===== src/rtl/dbreak_pkg.sv =====
`timescale 1ns/1ps
package dbreak_pkg;
  localparam int WORD_W = 12;
  localparam int EXT_W  = 3;
  localparam int DA_W   = 20;
  localparam int PA_W   = WORD_W + EXT_W;
  localparam int SLOT_W = 5;

  typedef logic [WORD_W-1:0] word_t;

  typedef enum logic [2:0] {
    ST_IDLE = 3'd0,
    ST_CNT  = 3'd1,
    ST_ADR  = 3'd2,
    ST_XFER = 3'd3,
    ST_GAP  = 3'd4
  } seq_state_e;

  // modulo-4096 step of an in-memory counter word
  function automatic word_t word_inc(input word_t w);
    return w + word_t'(1);
  endfunction

  // field number sits above the 12-bit pointer; no carry between them
  function automatic logic [PA_W-1:0] field_join(input logic [EXT_W-1:0] f, input word_t a);
    return {f, a};
  endfunction

  // lock region index: two top address bits, then bits 16..14
  function automatic logic [SLOT_W-1:0] lock_slot(input logic [DA_W-1:0] da);
    return {da[19:18], da[16:14]};
  endfunction
endpackage


===== src/rtl/dbreak_lock_check.sv =====
`timescale 1ns/1ps
module dbreak_lock_check
  import dbreak_pkg::*;
#(
  parameter int SLOTS = 32
) (
  input  logic [DA_W-1:0]  disk_addr,
  input  logic [SLOTS-1:0] mask,
  output logic             locked
);
  localparam int IDX_W = (SLOTS > 1) ? $clog2(SLOTS) : 1;

  logic [SLOT_W-1:0] slot;

  assign slot   = lock_slot(disk_addr);
  assign locked = mask[slot[IDX_W-1:0]];
endmodule


===== src/rtl/dbreak_span_check.sv =====
`timescale 1ns/1ps
module dbreak_span_check
  import dbreak_pkg::*;
#(
  parameter int PLAT_LOG2  = 18,
  parameter int PLAT_SEL_W = 2
) (
  input  logic [DA_W-1:0]       disk_addr,
  input  logic [PLAT_SEL_W-1:0] plat_m1,
  output logic                  beyond
);
  localparam int LIM_W = DA_W + 1;

  logic [LIM_W-1:0] plat_cnt;
  logic [LIM_W-1:0] limit;

  always_comb begin
    plat_cnt = {{(LIM_W-PLAT_SEL_W){1'b0}}, plat_m1} + LIM_W'(1);
    limit    = plat_cnt << PLAT_LOG2;
    beyond   = {1'b0, disk_addr} >= limit;
  end
endmodule


===== src/rtl/dbreak_seq.sv =====
`timescale 1ns/1ps
module dbreak_seq
  import dbreak_pkg::*;
#(
  parameter int    GAP_CYCLES = 3,
  parameter int    PLAT_SEL_W = 2,
  parameter word_t CNT_LOC    = 12'o7750,
  parameter word_t PTR_LOC    = 12'o7751
) (
  input  logic                  clk,
  input  logic                  rst_n,
  input  logic                  start,
  input  logic                  start_write,
  input  logic [DA_W-1:0]       start_disk_addr,
  input  logic [EXT_W-1:0]      start_field,
  input  logic [PLAT_SEL_W-1:0] start_platters,
  input  logic                  burst,
  input  logic                  beyond,
  input  logic                  locked,
  output logic [PLAT_SEL_W-1:0] plat_q,
  output logic                  mem_req,
  output logic                  mem_we,
  output logic [PA_W-1:0]       mem_addr,
  output word_t                 mem_wdata,
  input  word_t                 mem_rdata,
  input  logic                  mem_nxm,
  output logic                  dsk_req,
  output logic                  dsk_we,
  output logic [DA_W-1:0]       dsk_addr,
  output word_t                 dsk_wdata,
  input  word_t                 dsk_rdata,
  output logic                  busy,
  output logic                  done,
  output logic                  err_nxd,
  output logic                  err_wlock
);
  localparam int GAP_W = (GAP_CYCLES > 1) ? $clog2(GAP_CYCLES) : 1;

  seq_state_e       state, state_nx;
  logic             dir_wr_q, burst_q;
  logic [EXT_W-1:0] ext_q;
  logic [DA_W-1:0]  da_q;
  word_t            cnt_q, ptr_q;
  logic [GAP_W-1:0] gap_cnt;
  logic             done_q, nxd_q, wl_q;

  // named events for the checks below
  logic ev_accept, ev_nxd_hit, ev_lock_hit, ev_word_done, ev_more, gap_last;

  assign ev_accept    = (state == ST_IDLE) && start;
  assign ev_nxd_hit   = (state == ST_CNT) && beyond;
  assign ev_word_done = (state == ST_XFER);
  assign ev_lock_hit  = ev_word_done && dir_wr_q && locked;
  assign ev_more      = (cnt_q != '0) && !ev_lock_hit;

  generate
    if (GAP_CYCLES > 0) begin : g_gap
      assign gap_last = (gap_cnt == GAP_W'(GAP_CYCLES - 1));
    end else begin : g_nogap
      assign gap_last = 1'b1;
    end
  endgenerate

  always_comb begin
    state_nx = state;
    case (state)
      ST_IDLE: if (start) state_nx = ST_CNT;
      ST_CNT:  state_nx = beyond ? ST_IDLE : ST_ADR;
      ST_ADR:  state_nx = ST_XFER;
      ST_XFER: begin
        if (!ev_more)                          state_nx = ST_IDLE;
        else if (burst_q || GAP_CYCLES == 0)   state_nx = ST_CNT;
        else                                   state_nx = ST_GAP;
      end
      ST_GAP:  if (gap_last) state_nx = ST_CNT;
      default: state_nx = ST_IDLE;
    endcase
  end

  always_comb begin
    mem_req   = 1'b0;
    mem_we    = 1'b0;
    mem_addr  = '0;
    mem_wdata = '0;
    dsk_req   = 1'b0;
    dsk_we    = 1'b0;
    dsk_wdata = '0;
    case (state)
      ST_CNT: if (!beyond) begin
        mem_req   = 1'b1;
        mem_we    = 1'b1;
        mem_addr  = field_join('0, CNT_LOC);
        mem_wdata = word_inc(mem_rdata);
      end
      ST_ADR: begin
        mem_req   = 1'b1;
        mem_we    = 1'b1;
        mem_addr  = field_join('0, PTR_LOC);
        mem_wdata = word_inc(mem_rdata);
      end
      ST_XFER: begin
        mem_req  = 1'b1;
        mem_addr = field_join(ext_q, ptr_q);
        dsk_req  = 1'b1;
        if (dir_wr_q) begin
          dsk_we    = !locked;
          dsk_wdata = mem_rdata;
        end else begin
          mem_we    = !mem_nxm;
          mem_wdata = dsk_rdata;
        end
      end
      default: ;
    endcase
  end

  always_ff @(posedge clk or negedge rst_n) begin
    if (!rst_n) begin
      state    <= ST_IDLE;
      dir_wr_q <= 1'b0;
      burst_q  <= 1'b0;
      ext_q    <= '0;
      plat_q   <= '0;
      da_q     <= '0;
      cnt_q    <= '0;
      ptr_q    <= '0;
      gap_cnt  <= '0;
      done_q   <= 1'b1;
      nxd_q    <= 1'b0;
      wl_q     <= 1'b0;
    end else begin
      state <= state_nx;
      case (state)
        ST_IDLE: if (start) begin
          dir_wr_q <= start_write;
          burst_q  <= burst;
          ext_q    <= start_field;
          plat_q   <= start_platters;
          da_q     <= start_disk_addr;
          done_q   <= 1'b0;
          nxd_q    <= 1'b0;
          wl_q     <= 1'b0;
        end
        ST_CNT: begin
          if (beyond) begin
            nxd_q  <= 1'b1;
            done_q <= 1'b1;
          end else begin
            cnt_q <= word_inc(mem_rdata);
          end
        end
        ST_ADR: ptr_q <= word_inc(mem_rdata);
        ST_XFER: begin
          da_q    <= da_q + DA_W'(1);
          gap_cnt <= '0;
          if (ev_lock_hit) wl_q <= 1'b1;
          if (!ev_more) done_q <= 1'b1;
        end
        ST_GAP: gap_cnt <= gap_cnt + GAP_W'(1);
        default: ;
      endcase
    end
  end

  assign dsk_addr  = da_q;
  assign busy      = (state != ST_IDLE);
  assign done      = done_q;
  assign err_nxd   = nxd_q;
  assign err_wlock = wl_q;

  AST_START_CLEARS: assert property (@(posedge clk) disable iff (!rst_n)
    ev_accept |=> (busy && !done && !err_nxd && !err_wlock));
  AST_BUSY_START_IGNORED: assert property (@(posedge clk) disable iff (!rst_n)
    (busy && start) |=> ($stable(dir_wr_q) && $stable(ext_q) && $stable(plat_q)));
  AST_CNT_RMW: assert property (@(posedge clk) disable iff (!rst_n)
    (state == ST_CNT && !beyond) |-> (mem_req && mem_we && mem_addr == PA_W'(CNT_LOC)
      && (mem_wdata - mem_rdata) == WORD_W'(1)));
  AST_PTR_RMW: assert property (@(posedge clk) disable iff (!rst_n)
    (state == ST_ADR) |-> (mem_req && mem_we && mem_addr == PA_W'(PTR_LOC) && !dsk_req));
  AST_FIELD_KEEP: assert property (@(posedge clk) disable iff (!rst_n)
    ev_word_done |-> (mem_addr[PA_W-1:WORD_W] == ext_q));
  AST_NXM_DROP: assert property (@(posedge clk) disable iff (!rst_n)
    (ev_word_done && !dir_wr_q && mem_nxm) |-> !mem_we);
  AST_DA_STEP: assert property (@(posedge clk) disable iff (!rst_n)
    ev_word_done |=> (dsk_addr == $past(dsk_addr) + DA_W'(1)));
  AST_NXD_NO_ACCESS: assert property (@(posedge clk) disable iff (!rst_n)
    ev_nxd_hit |-> (!mem_req && !dsk_req));
  AST_NXD_ENDS: assert property (@(posedge clk) disable iff (!rst_n)
    ev_nxd_hit |=> (done && err_nxd && !busy));
  AST_NO_LOCKED_STORE: assert property (@(posedge clk) disable iff (!rst_n)
    (dsk_req && dsk_we) |-> !locked);
  AST_LOCK_ENDS: assert property (@(posedge clk) disable iff (!rst_n)
    ev_lock_hit |=> (done && err_wlock));
  AST_DONE_IDLE: assert property (@(posedge clk) disable iff (!rst_n)
    done |-> !busy);
  AST_GAP_QUIET: assert property (@(posedge clk) disable iff (!rst_n)
    (state == ST_GAP) |-> (!mem_req && !dsk_req));
endmodule


===== src/rtl/dbreak_dma_engine.sv =====
`timescale 1ns/1ps
module dbreak_dma_engine
  import dbreak_pkg::*;
#(
  parameter int GAP_CYCLES = 3,
  parameter int PLAT_LOG2  = 18,
  parameter int PLAT_SEL_W = 2,
  parameter int LOCK_SLOTS = 32
) (
  input  logic                  clk,
  input  logic                  rst_n,
  input  logic                  start,
  input  logic                  start_write,
  input  logic [DA_W-1:0]       start_disk_addr,
  input  logic [EXT_W-1:0]      start_field,
  input  logic [PLAT_SEL_W-1:0] start_platters,
  input  logic                  burst,
  input  logic [LOCK_SLOTS-1:0] lock_mask,
  output logic                  mem_req,
  output logic                  mem_we,
  output logic [PA_W-1:0]       mem_addr,
  output logic [WORD_W-1:0]     mem_wdata,
  input  logic [WORD_W-1:0]     mem_rdata,
  input  logic                  mem_nxm,
  output logic                  dsk_req,
  output logic                  dsk_we,
  output logic [DA_W-1:0]       dsk_addr,
  output logic [WORD_W-1:0]     dsk_wdata,
  input  logic [WORD_W-1:0]     dsk_rdata,
  output logic                  busy,
  output logic                  done,
  output logic                  err_nxd,
  output logic                  err_wlock
);
  logic                  beyond;
  logic                  locked;
  logic [PLAT_SEL_W-1:0] plat_q;

  dbreak_span_check #(
    .PLAT_LOG2 (PLAT_LOG2),
    .PLAT_SEL_W(PLAT_SEL_W)
  ) u_span (
    .disk_addr(dsk_addr),
    .plat_m1  (plat_q),
    .beyond   (beyond)
  );

  dbreak_lock_check #(
    .SLOTS(LOCK_SLOTS)
  ) u_lock (
    .disk_addr(dsk_addr),
    .mask     (lock_mask),
    .locked   (locked)
  );

  dbreak_seq #(
    .GAP_CYCLES(GAP_CYCLES),
    .PLAT_SEL_W(PLAT_SEL_W)
  ) u_seq (
    .clk            (clk),
    .rst_n          (rst_n),
    .start          (start),
    .start_write    (start_write),
    .start_disk_addr(start_disk_addr),
    .start_field    (start_field),
    .start_platters (start_platters),
    .burst          (burst),
    .beyond         (beyond),
    .locked         (locked),
    .plat_q         (plat_q),
    .mem_req        (mem_req),
    .mem_we         (mem_we),
    .mem_addr       (mem_addr),
    .mem_wdata      (mem_wdata),
    .mem_rdata      (mem_rdata),
    .mem_nxm        (mem_nxm),
    .dsk_req        (dsk_req),
    .dsk_we         (dsk_we),
    .dsk_addr       (dsk_addr),
    .dsk_wdata      (dsk_wdata),
    .dsk_rdata      (dsk_rdata),
    .busy           (busy),
    .done           (done),
    .err_nxd        (err_nxd),
    .err_wlock      (err_wlock)
  );
endmodule


===== config.mk =====
export PLATFORM = sky130hd
export DESIGN_NAME = dbreak_dma_engine
export DESIGN_NICKNAME = d
export VERILOG_FILES = /design/src/rtl/dbreak_pkg.sv /design/src/rtl/dbreak_lock_check.sv /design/src/rtl/dbreak_span_check.sv /design/src/rtl/dbreak_seq.sv /design/src/rtl/dbreak_dma_engine.sv
export SDC_FILE = /design/constraint.sdc
export NUM_CORES = 1
export LEC_CHECK = 0
export BUFFER_PORTS_ARGS = -buffer_cell sky130_fd_sc_hd__buf_2
export CAP_MARGIN = 15
export CORE_ASPECT_RATIO = 1.4
export CORE_MARGIN = 2
export CORE_UTILIZATION = 40
export CTS_BUF_LIST = sky130_fd_sc_hd__clkbuf_8
export DETAILED_ROUTE_END_ITERATION = 6
export MAX_ROUTING_LAYER = met4
export PLACE_DENSITY_LB_ADDON = 0.3
export RECOVER_POWER = 25
export SYNTH_ARGS = -nofsm -noshare
export SYNTH_HDL_FRONTEND = slang
export SYNTH_SLANG_ARGS = --single-unit

===== constraint.sdc =====
create_clock -name clk -period 5 [get_ports clk]
set_input_delay 1 -clock clk [delete_from_list [all_inputs] [get_ports clk]]
set_output_delay 1 -clock clk [all_outputs]
set_load 0.1 [all_outputs]

# Word-level counts from Yosys, hierarchy flattened
# Cells that the tools add are included.
word_totals:
  regBits: 59
  in_bits: 87
  out_inout_bits: 67
  word_cells: 82
classes:
  addsub: 4
  magnitude_cmp: 2
  n_eq_ne: 10
  muxes: 32
  n_bitwise: 1
  reduce_logical: 21
ops:
  columns: ["cell", "count"]
  rows:
  - ["two-way mux 12 bit", 5]
  - ["one-hot mux 15 bit (3 select lines)", 1]
  - ["one-hot mux 20 bit (2 select lines)", 1]
  - ["one-hot mux 12 bit (3 select lines)", 1]
  - ["greater-or-equal comparator 20 x 21 -> 1 bit", 1]
  - ["adder 20 x 1 -> 20 bit (second input constant)", 1]
  - ["two-way mux 20 bit", 1]
  - ["one-hot mux 3 bit (5 select lines)", 1]
  - ["adder 12 x 1 -> 12 bit (second input constant)", 1]
  - ["two-way mux 3 bit", 4]
  - ["nonzero test 12 bit", 1]
  - ["two-way mux 1 bit", 10]
  - ["AND reduction 2 bit", 4]
  - ["equality test 3 x 2 -> 1 bit (second input constant)", 2]
  - ["less-than comparator 5 x 6 -> 1 bit (second input constant)", 1]
  - ["!= test 2 x 1 -> 1 bit (second input constant)", 3]
  - ["one-hot mux 1 bit (2 select lines)", 3]
  - ["one-hot mux 1 bit (3 select lines)", 2]
  - ["AND reduction 3 bit", 2]
  - ["nonzero test 2 bit", 3]
  - ["nonzero test 3 bit", 2]
  - ["binary-select mux 1 bit (select 5 bit)", 1]
  - ["!= test 2 bit (second input constant)", 2]
  - ["one-hot mux 2 bit (2 select lines)", 1]
  - ["12 further kinds", 16]

# Longest topological paths before layout
# Gate-level depths: netlist (run 1).
logic_depth:
  depth_word: 7
  depth_mapped: 9
  ltp_nobuf: 8

# By module
# Synthesis (run 1) repeated with hierarchy kept, for this count alone.
unflattened:
  hier_cells: 445
  area_unflattened_um2: 3812.4
by_module_without_submodules:
  columns: ["module", "n_inst", "cells_per_inst", "area_per_inst_um2", "seq_area_each_um2"]
  rows:
  - ["dbreak_seq", 1, 387, 3349.5, 1477.7]
  - ["dbreak_lock_check", 1, 41, 325.3, 0.0]
  - ["dbreak_span_check", 1, 17, 137.6, 0.0]

# Least setup slack after synthesis (run 1)
# No wires, ideal clock.
synth_timing:
  kind: "register to output"
  startpoint: "reg u_seq.da_q[15], in the netlist u_seq.dsk_addr[15]"
  endpoint: "out dsk_we"
  arrival_time_ps: 4709
  required_time_ps: 4000
  slack_ps: -709
  stages_incl_launch_ff: 7
  path_buffers: 1
  cell_sequence: "dfrtp_1 -> buf_2 -> nor2b_1 -> a22oi_1 -> nand4_1 -> o22ai_1 -> nor4_1"
synth_between:
  elab_chain_cells: 5
synth_rtl:
  columns: ["item", "line_no", "rtl"]
  rows:
  - ["start, declared", "dbreak_seq.sv:42", "logic [DA_W-1:0] da_q;"]
  - ["start signal, assigned", "dbreak_seq.sv:139", "da_q <= start_disk_addr;"]
  - ["start signal, assigned", "dbreak_seq.sv:154", "da_q <= da_q + DA_W'(1);"]
  - ["binary-select mux 1 bit (select 5 bit)", "dbreak_lock_check.sv:16", "assign locked = mask[slot[IDX_W-1:0]];"]
  - ["two-way mux 1 bit (not written as such)", "dbreak_lock_check.sv:16", null]
  - ["zero test 1 bit", "dbreak_seq.sv:106", "dsk_we = !locked;"]
  - ["two-way mux 1 bit", "dbreak_seq.sv:105", "if (dir_wr_q) begin"]
  - ["two-way mux 1 bit", "dbreak_seq.sv:88", "case (state)"]
  - ["end, declared", "dbreak_dma_engine.sv:26", "output logic dsk_we,"]
# Every way passes these cells. The select of a mux whose other input is x is not followed.

# Worst setup path after layout (run 1)
layout_timing:
  startpoint: "reg u_seq.state[2]"
  endpoint: "out dsk_we"
layout_between:
  elab_chain_cells: 2
layout_rtl:
  columns: ["item", "line_no", "rtl"]
  rows:
  - ["start, declared", "dbreak_seq.sv:39", "seq_state_e state, state_nx;"]
  - ["start signal, assigned", "dbreak_seq.sv:132", "state <= state_nx;"]
  - ["equality test 3 x 2 -> 1 bit", "dbreak_seq.sv:88", null]
  - ["two-way mux 1 bit", "dbreak_seq.sv:88", null]
# Every way passes these cells.

==> run_results.csv, run 1 <==
group,metric,value,unit
timing,finClkSkew,10.2,ps
die,coreArea,8980,um^2
clock_tree,ctsHoldBuffers,0,
logic_synthesis,yosysSeqAreaShare,40.4,%
clock_tree,tritoncts,"built",
clock_tree,htreeDepth,3,
timing,setup_ws,991,ps
clock_tree,numCtsBuffers,9,
drt,vias,3858,
logic_synthesis,async_flop_share,100,%
die,core.rowCount,41,
drt,wl,11000,um
drt,drt_iter0_drc,175,
setup_path,crit_path_cell_trace,"and2b_1 > nand2_2 > inv_2 > nand2_1 > nor4_2 > buf_2",
logic_synthesis,syn_area,3660,um^2
final_layout,drive_gt1_share,31.7,%
clock_tree,cts_setup_buffers,0,
clock_tree,cts_buffer_depth,2,
logic_synthesis,synthTopCellsByArea,"dfrtp_1 (40%), nand2_1 (8.1%), nor2_1 (5.3%), a21oi_1 (4.4%), and3_1 (4.1%)",
logic_synthesis,netlist_instances,447,
timing,relSlewSlack,-116,%
global_routing,grt_pass1_wl,17400,um
logic_synthesis,yosysWarnings,0,
setup_path,slowest_stage,"inv_2",
place,io_buffers,153,
clock_tree,cts.sinks,59,
global_routing,grt_pass1_vias,3727,
setup_path,path_class,"reg2out",
place,post-place-ws,1340,ps
global_routing,grt.overflow.total,0,
drt,antenna_left,0,
min_path,hp-class,"reg2reg",
die,start_util,40.7,%
logic_synthesis,synthesis.nets,541,
clock_tree,post_cts_resized,0,
die,io_pins,154,
timing,drv_slew,60,
logic_synthesis,synth_top_cell_area_share,39.7,%
clock_tree,cts-root-buf,"clkbuf_8",
global_routing,grtUsageTotal,22.7,%
drt,vias_per_cell,5.49,
logic_synthesis,syn_area_per_cell,8.18,um^2
run_status,violations,"capacitance limit, slew limit",
timing,worst_pin_slew,3240,ps
drt,dr.pass1.iters,5,
timing,rsz0062_at_grt,"no",
die,dieWidth,84.8,um
drt,drc,0,
setup_path,cp.required,4000,ps
clock_tree,clk_latency,340,ps
timing,period_needed,4010,ps
global_routing,grt_max_degree,60,
global_routing,antenna_found_initial,0,
timing,setup_tns,0,ps
die,die_y,117,um
run_status,outcome,"complete, but fails checks",
clock_tree,cts.clk_slew.worst_paths,70,ps
run,drv_cap,1,
timing,fin_worst_hold_slack,478,ps
setup_path,slowest_delay,550,ps
logic_synthesis,yosys.area.top_type,"dfrtp_1",
logic_synthesis,ys.flop_type,"dfrtp_1",
die,fp.dieArea,9930,um^2
final_layout,nets,685,
setup_path,crit_path_start_kind,"register",
setup_path,critPathMaxFanout,35,
setup_path,arrival,3010,ps
place,hpwl,8220,um
timing,setup_violations,0,
timing,fin_crit_sh,80.2,%
drt,wl_per_cell,15.6,um
setup_path,endpoint_kind,"output pin",
timing,max_clock_freq,249,MHz
final_layout,diodes,0,
place,gp_congestion,0.812,
timing,hold_viol_final,0,
logic_synthesis,synth_edf_count,0,
logic_synthesis,synth-seq-cells,59,
final_layout,syn_to_final_growth,27.5,%
logic_synthesis,yosysUniqueCellTypes,56,
## cell usage after synthesis, types with 3 or more instances
cell type and n:
nand3_1 17, nor3_1 11, nand4_1 3, xnor2_1 4, and3_1 24, and2b_1 3, xor2_1 6, mux2i_1 13
a211oi_1 8, a21oi_1 32, o22ai_1 3, a311oi_1 3, nor2_1 52, a221o_1 4, nor4_1 9, dfrtp_1 58
nor2b_1 6, nand2_1 79, clkbuf_1 13, a22oi_1 5, o21ai_1 4, buf_2 9, ha_1 7, mux2_2 3
o21ai_0 22, inv_1 14
## final cells by class
class | instances | area (um^2)
clock buffers | 9 | 124
clock inverters | 7 | 68.8
fillers | 899 | 4320
inverters | 15 | 56.3
multi-input cells | 348 | 2000
flip-flops and latches | 59 | 1480
well taps | 107 | 134
repair buffers | 158 | 796
## layout by cell type (no fill, tap or decap), types with 4 or more instances in the layout
| cell | instances |
|---|---|
| buf_2 | 153 |
| ha_1 | 7 |
| nand3_1 | 17 |
| o21ai_1 | 4 |
| a22oi_1 | 5 |
| nor4_1 | 8 |
| nor2b_1 | 6 |
| dfrtp_1 | 58 |
| nor3_1 | 11 |
| a211oi_1 | 8 |
| and3_1 | 24 |
| inv_1 | 14 |
| a21oi_1 | 32 |
| a221o_1 | 4 |
| nand2_1 | 79 |
| xor2_1 | 6 |
| mux2i_1 | 13 |
| o21ai_0 | 22 |
| nor2_1 | 52 |
| clkbuf_8 | 9 |
| xnor2_1 | 4 |
## metrics by stage
step	instances	instance area, um^2	util (%)
after floorplan	447	3660	-
after global placement	687	4480	49.9
after detailed placement	687	4480	49.9
after CTS	703	4670	52.0
after global routing	703	4660	51.9
final	703	4660	51.9
## state kept, by name, indices dropped and copies added (netlist names)
signal           flops
u_seq.burst_q        1
u_seq.cnt_q         12
u_seq.dir_wr_q       1
u_seq.done           1
u_seq.dsk_addr      20
u_seq.err_nxd        1
u_seq.err_wlock      1
u_seq.ext_q          3
u_seq.gap_cnt        2
u_seq.plat_q         2
u_seq.ptr_q         12
u_seq.state          3
## logic make-up after synthesis
logic type	Yosys count	synth area share, %
AOI/OAI and AO/OA	96	16.5
xor gates and xnor gates	10	2.40
adders and majority gates	7	2.40
and+or+nand+nor	219	28.9
DFF	59	40.4
muxes	16	4.48
buffers and inverters	40	4.93
## layer usage
| metal | routed length, um | global-route usage [%] | share of wire (%) | up-vias |
|---|---|---|---|---|
| li1 | - | - | - | 1874 |
| met1 | 4430 | 25.6 | 40 | 1797 |
| met2 | 5520 | 39.2 | 50 | 173 |
| met3 | 838 | 5.61 | 7.6 | 14 |
| met4 | 188 | 8.36 | 1.7 | 0 |
| met5 | 0 | - | 0 | - |
## worst paths after layout
path / slack (ps) / to / depth (start not counted) / start
setup / recovery: 990 / dsk_we / 6 / u_seq.state[2]
min in group asynchronous: 1830 / u_seq.ptr_q[10] / 2 / rst_n
hold / removal: 480 / u_seq.ext_q[0] / 2 / u_seq.ext_q[0]
hold reg to reg: 480 / u_seq.ext_q[0] / 2 / u_seq.ext_q[0]
max in group asynchronous: 1330 / u_seq.dsk_addr[18] / 2 / rst_n
setup reg to reg: 2460 / u_seq.dsk_addr[16] / 7 / u_seq.state[2]
## worst max-delay path, delay by kind of cell, from the launching register on
kind	cells	cell delay, ps
and+or+nand+nor	4	1160
buffers and inverters	2	1010
DFF	1	490
Power of run 1 is left out: the tool's default activity adds up to more than one toggle a clock period on the data nets, which glitch-free logic cannot reach.
==> run 2, diff against run 1 <==
clock period = 3.55 ns   (was 5 ns; I/O delays follow)
==> run 2 against run 1 <==
Against the previous run:
- the run still ends with capacitance limit, slew limit left
- first-iteration DRC count fell by 15%
- worst setup slack got worse by 820 ps
- worst hold slack got worse by 1.1 ps
- cell count is 0.71% higher
- critical path depth increased by 4
- die area is the same
- critical endpoint is now mem_wdata[8]
==> run_results.csv, run 2 (synthesized netlist as in run 1, its figures left out) <==
group,metric,value,unit
run_status,outcome,"complete, but fails checks",
run_status,violations,"capacitance limit, slew limit",
global_routing,grt.overflow.total,0,
timing,rsz0062_at_grt,"no",
clock_tree,cts-root-buf,"clkbuf_8",
setup_path,endpoint_kind,"output pin",
timing,max_clock_freq,296,MHz
setup_path,arrival,2670,ps
drt,antenna_left,0,
drt,drc,0,
die,start_util,40.7,%
drt,vias,3822,
die,die_y,117,um
drt,wl_per_cell,15.5,um
final_layout,layout_commonest_cell,"buf_2",
timing,setup_violations,0,
place,hpwl,8200,um
setup_path,crit_path_cell_trace,"inv_1 > ha_1 > nor4b_1 > nand3_1 > o21ai_2 > a21oi_1 > o21bai_4 > buf_12 > o21ai_4 > buf_2",
drt,drt_iter0_drc,148,
clock_tree,tritoncts,"built",
run,drv_cap,1,
min_path,hp-class,"reg2reg",
setup_path,critPathMaxFanout,22,
final_layout,diodes,0,
die,core.rowCount,41,
setup_path,slowest_delay,440,ps
timing,drv_slew,32,
clock_tree,cts_buffer_depth,2,
drt,wl,11000,um
final_layout,nets,690,
final_layout,final_cell_area,4920,um^2
die,fp.dieArea,9930,um^2
clock_tree,cts.sinks,59,
timing,fin_crit_sh,95.2,%
final_layout,drive_gt1_share,35.3,%
die,io_pins,154,
global_routing,grtUsageTotal,23.3,%
clock_tree,htreeDepth,3,
final_layout,final_cell_mix,"buf_2 (147), nand2_1 (79), dfrtp_1 (55), nor2_1 (52), a21oi_1 (32)",
die,coreArea,8980,um^2
clock_tree,ctsHoldBuffers,0,
global_routing,grt_max_degree,32,
place,place_area,4700,um^2
final_layout,syn_to_final_growth,34.7,%
timing,relSlewSlack,-16.8,%
global_routing,grt_pass1_vias,3854,
timing,period_needed,3380,ps
final_layout,layout.cells.non_filler,708,
clock_tree,numCtsBuffers,9,
timing,finClkSkew,11.3,ps
place,io_buffers,153,
die,dieWidth,84.8,um
drt,vias_per_cell,5.40,
setup_path,crit_path_start_kind,"register",
timing,worst_pin_slew,1750,ps
final_layout,largest_reg_flops,20,
final_layout,post-route-util,54.8,%
global_routing,grt_pass1_wl,17800,um
place,gp_congestion,0.862,
timing,hold_viol_final,0,
global_routing,antenna_found_initial,0,
drt,dr.pass1.iters,4,
setup_path,path_class,"reg2out",
setup_path,slowest_stage,"dfrtp_2",
place,dp_cells,692,
setup_path,cp.required,2840,ps
clock_tree,cts.clk_slew.worst_paths,60,ps
clock_tree,clk_latency,340,ps
==> run 2: metal layers <==
metal / GRT usage, % / vias up / wire (um)
met1: 25.3 / 1769 / 4380
met5: - / - / 0
met4: 8.15 / 0 / 114
li1: - / 1874 / -
met2: 41.4 / 169 / 5640
met3: 6.24 / 10 / 870
==> run 2: final cells by class <==
cell class                      count  area [um^2]
Clock buffer                       12          165
Clock inverter                      4         47.5
Fill cell                         861         4050
Inverter                           15         56.3
Multi-Input combinational cell    348         2150
Sequential cell                    59         1480
Tap cell                          107          134
Timing Repair Buffer              163          886
==> run 2: worst max-delay path, delay by kind of cell, from the launching register on <==
family,cells,cell delay [ps]
and+or+nand+nor,2,240
buffers and inverters,3,790
adders and majority gates,1,260
DFF,1,440
AOI/OAI and AO/OA,4,580
==> run 2: worst paths after layout <==
check	start	endpoint	cells after the start	slack, ps
setup / recovery	u_seq.dsk_addr[18]	mem_wdata[8]	10	170
hold / removal	u_seq.err_nxd	u_seq.err_nxd	2	480
setup reg to reg	u_seq.state[0]	u_seq.dsk_addr[7]	5	1030
hold reg to reg	u_seq.err_nxd	u_seq.err_nxd	2	480
max in group asynchronous	rst_n	u_seq.dsk_addr[6]	3	810
min in group asynchronous	rst_n	u_seq.dsk_addr[4]	1	810
==> run 2: timing repair <==
| item | 4_1_cts | 5_1_grt |
|---|---|---|
| gates resized for setup | 0 | 4 |
| buffers inserted | 0 | 0 |
| setup endpoints to repair | 0 | 9 |
==> run 2: per-stage QoR <==
stage	hold slack, ps	setup slack (ps)	setup TNS, ps
6_report	477	171	0
5_1_grt	503	26.9	0
3_5_place_dp	463	481	0
4_1_cts	423	108	0
3_3_place_gp	451	529	0
2_1_floorplan	414	-9.28	-74.2
Power of run 2 is left out for the same reason.
==> run 3, diff against run 2 <==
ABC_AREA = 1   (was unset)
ABC_CLOCK_PERIOD_IN_PS = 3550   (was unset)
==> run 3 against run 2 <==
Against the previous run:
- the run still ends with capacitance limit, slew limit left
- global-route usage is 0.39 points higher
- fmax rose by 2.0%
- synthesized area grew 6.0%
- sequential share of layout area is 1.6 points lower
- die area rose by 5.8%
- synthesized cell count grew 22%
- non-clock buffer count shrank 4
- first-iteration DRC count rose by 36%
- critical path depth did not move
- critical path type unchanged
- critical endpoint is now mem_addr[5]
==> run_results.csv, run 3 <==
group,metric,value,unit
min_path,worst_hold_startpoint,"u_seq.done",
global_routing,grt_max_degree,46,
clock_tree,cts-root-buf,"clkbuf_8",
drt,drc,0,
timing,period_needed,3310,ps
setup_path,path_class,"reg2out",
final_layout,largest_reg_flops,20,
logic_synthesis,synthTopCellsByArea,"dfrtp_1 (37%), nand2_1 (16%), nand3_1 (7.0%), inv_1 (4.9%), nor2_1 (4.6%)",
final_layout,nets,788,
setup_path,reg2regPathDepth,11,
clock_tree,ctsHoldBuffers,0,
setup_path,crit_path_start_kind,"register",
clock_tree,cts_setup_buffers,0,
drt,wl,11900,um
final_layout,layout.cells.non_filler,809,
logic_synthesis,yosys.area.top_type,"dfrtp_1",
final_layout,layout_commonest_cell,"nand2_1",
clock_tree,clk_latency,350,ps
final_layout,syn_to_final_growth,33.7,%
run_status,outcome,"complete, but fails checks",
logic_synthesis,synth_top_cell_area_share,37.4,%
setup_path,cp.required,2840,ps
place,hpwl,9170,um
logic_synthesis,netlist_instances,545,
setup_path,crit_path_cell_trace,"inv_2 > ha_1 > nand3_1 > nor4_1 > nand3_1 > nand3_4 > nand2_1 > inv_2 > o21ai_1 > buf_2",
logic_synthesis,synth.most_common_cell,"nand2_1",
clock_tree,tritoncts,"built",
min_path,hp-class,"reg2reg",
global_routing,grt_pass1_wl,19100,um
timing,relSlewSlack,-9.54,%
timing,worst_pin_slew,1640,ps
die,start_util,41.0,%
logic_synthesis,synth-seq-cells,59,
place,dp_cells,792,
place,io_buffers,153,
drt,wl_per_cell,14.7,um
logic_synthesis,yosysWarnings,0,
setup_path,slowest_delay,410,ps
global_routing,grtUsageTotal,23.7,%
global_routing,grt_pass1_vias,4088,
setup_path,arrival,2600,ps
timing,finClkSkew,9.04,ps
die,coreArea,9460,um^2
logic_synthesis,synth_edf_count,0,
drt,drt_iter0_drc,201,
logic_synthesis,synth_common_cells,"nand2_1 (167), dfrtp_1 (58), nand3_1 (54), inv_1 (51), nor2_1 (48)",
run,drv_cap,1,
final_layout,final_cell_mix,"nand2_1 (167), buf_2 (139), dfrtp_1 (58), inv_1 (52), nor2_1 (48)",
final_layout,drive_gt1_share,32.6,%
timing,hold_viol_final,0,
setup_path,critical-path-top-delay-family,"simple AND/OR/NAND/NOR gates",
setup_path,slowest_stage,"dfrtp_1",
drt,vias_per_cell,5.16,
timing,max_clock_freq,302,MHz
die,dieWidth,87.2,um
clock_tree,htreeDepth,3,
setup_path,regToRegEndpoint,"u_seq.dsk_addr[19]",
drt,dr.pass1.iters,4,
die,fp.dieArea,10500,um^2
drt,vias,4175,
clock_tree,cts.clk_slew.worst_paths,60,ps
setup_path,reg2reg_slack,1170,ps
place,gp_congestion,0.939,
timing,fin_crit_sh,93.3,%
min_path,worst_hold_path.endpoint,"u_seq.done",
logic_synthesis,yosysSeqAreaShare,38.1,%
logic_synthesis,syn_area_per_cell,7.11,um^2
final_layout,diodes,0,
logic_synthesis,synthesis.nets,639,
clock_tree,post_cts_resized,0,
logic_synthesis,async_flop_share,100,%
logic_synthesis,syn_area,3880,um^2
global_routing,antenna_found_initial,0,
timing,rsz0062_at_grt,"no",
run_status,violations,"capacitance limit, slew limit",
setup_path,critPathMaxFanout,16,
setup_path,cp_num_buf_inv,3,
clock_tree,cts.sinks,59,
logic_synthesis,yosysUniqueCellTypes,40,
setup_path,endpoint_kind,"output pin",
clock_tree,cts_buffer_depth,2,
min_path,whs_path_depth,2,
timing,setup_violations,0,
die,die_y,120,um
drt,antenna_left,0,
global_routing,grt.overflow.total,0,
logic_synthesis,ys.flop_type,"dfrtp_1",
die,core.rowCount,42,
clock_tree,numCtsBuffers,9,
timing,drv_slew,30,
die,io_pins,154,
setup_path,reg2reg_from,"u_seq.state[0]",
==> run 3: cell types whose count changed after synthesis, moves of 13 or more <==
cell	previous run	this run
nand2_1	79	167
mux2i_1	13	0
inv_2	1	17
inv_1	14	51
and3_1	24	0
nand3_1	17	54
a21oi_1	32	12
==> run 3: layout make-up <==
cell class	count	area (um^2)
clock buffers	11	151
well taps	110	138
multi-input cells	396	2090
repair buffers	159	986
flip-flops and latches	59	1480
fillers	921	4280
clock inverters	5	76.3
inverters	69	264
==> run 3: tightest hold or removal path, cell delays in order (launching register included) <==
cell and delay, ps:
dfstp_2 370, nand2_1 50, nand2_1 40
==> run 3: how the worst max path moves through the flow <==
stage,from,to,slack (ps),depth (start not counted)
2_1_floorplan,u_seq.dsk_addr[18],mem_addr[10],-140,9
3_3_place_gp,mem_rdata[0],mem_wdata[10],510,11
3_5_place_dp,mem_rdata[0],mem_wdata[10],480,11
4_1_cts,u_seq.dsk_addr[0],mem_addr[9],120,10
5_1_grt,u_seq.plat_q[0],mem_addr[9],30,11
6_report,u_seq.dsk_addr[0],mem_addr[5],240,10
==> run 3: per-layer routing <==
metal | track usage (%) | vias to the layer above | wire length, um
li1 | - | 2059 | -
met1 | 25.8 | 1926 | 4640
met2 | 42.0 | 166 | 6150
met3 | 4.85 | 24 | 720
met4 | 8.94 | 0 | 367
met5 | - | - | 0
==> run 3: per-stage QoR <==
step                hold WS (ps)  TNS, ps  cell area, um^2  utilization [%]  setup WS [ps]
floorplan                    414    -1090             3950                -           -136
global placement             456        0             4940             52.3            514
detailed placement           457        0             4940             52.3            481
CTS                          466        0             5170             54.7            120
global route                 484        0             5180             54.8           25.6
finish                       461        0             5180             54.8            237
==> run 3: logic make-up after synthesis <==
family          after synthesis  share of synthesized area, %
flops                        59                          38.1
compound gates               68                          10.5
buf+inv                      90                          9.94
simple gates                308                          36.3
xor+xnor                     13                          2.94
fa+ha+maj                     7                          2.26
Power of run 3 is left out for the same reason.
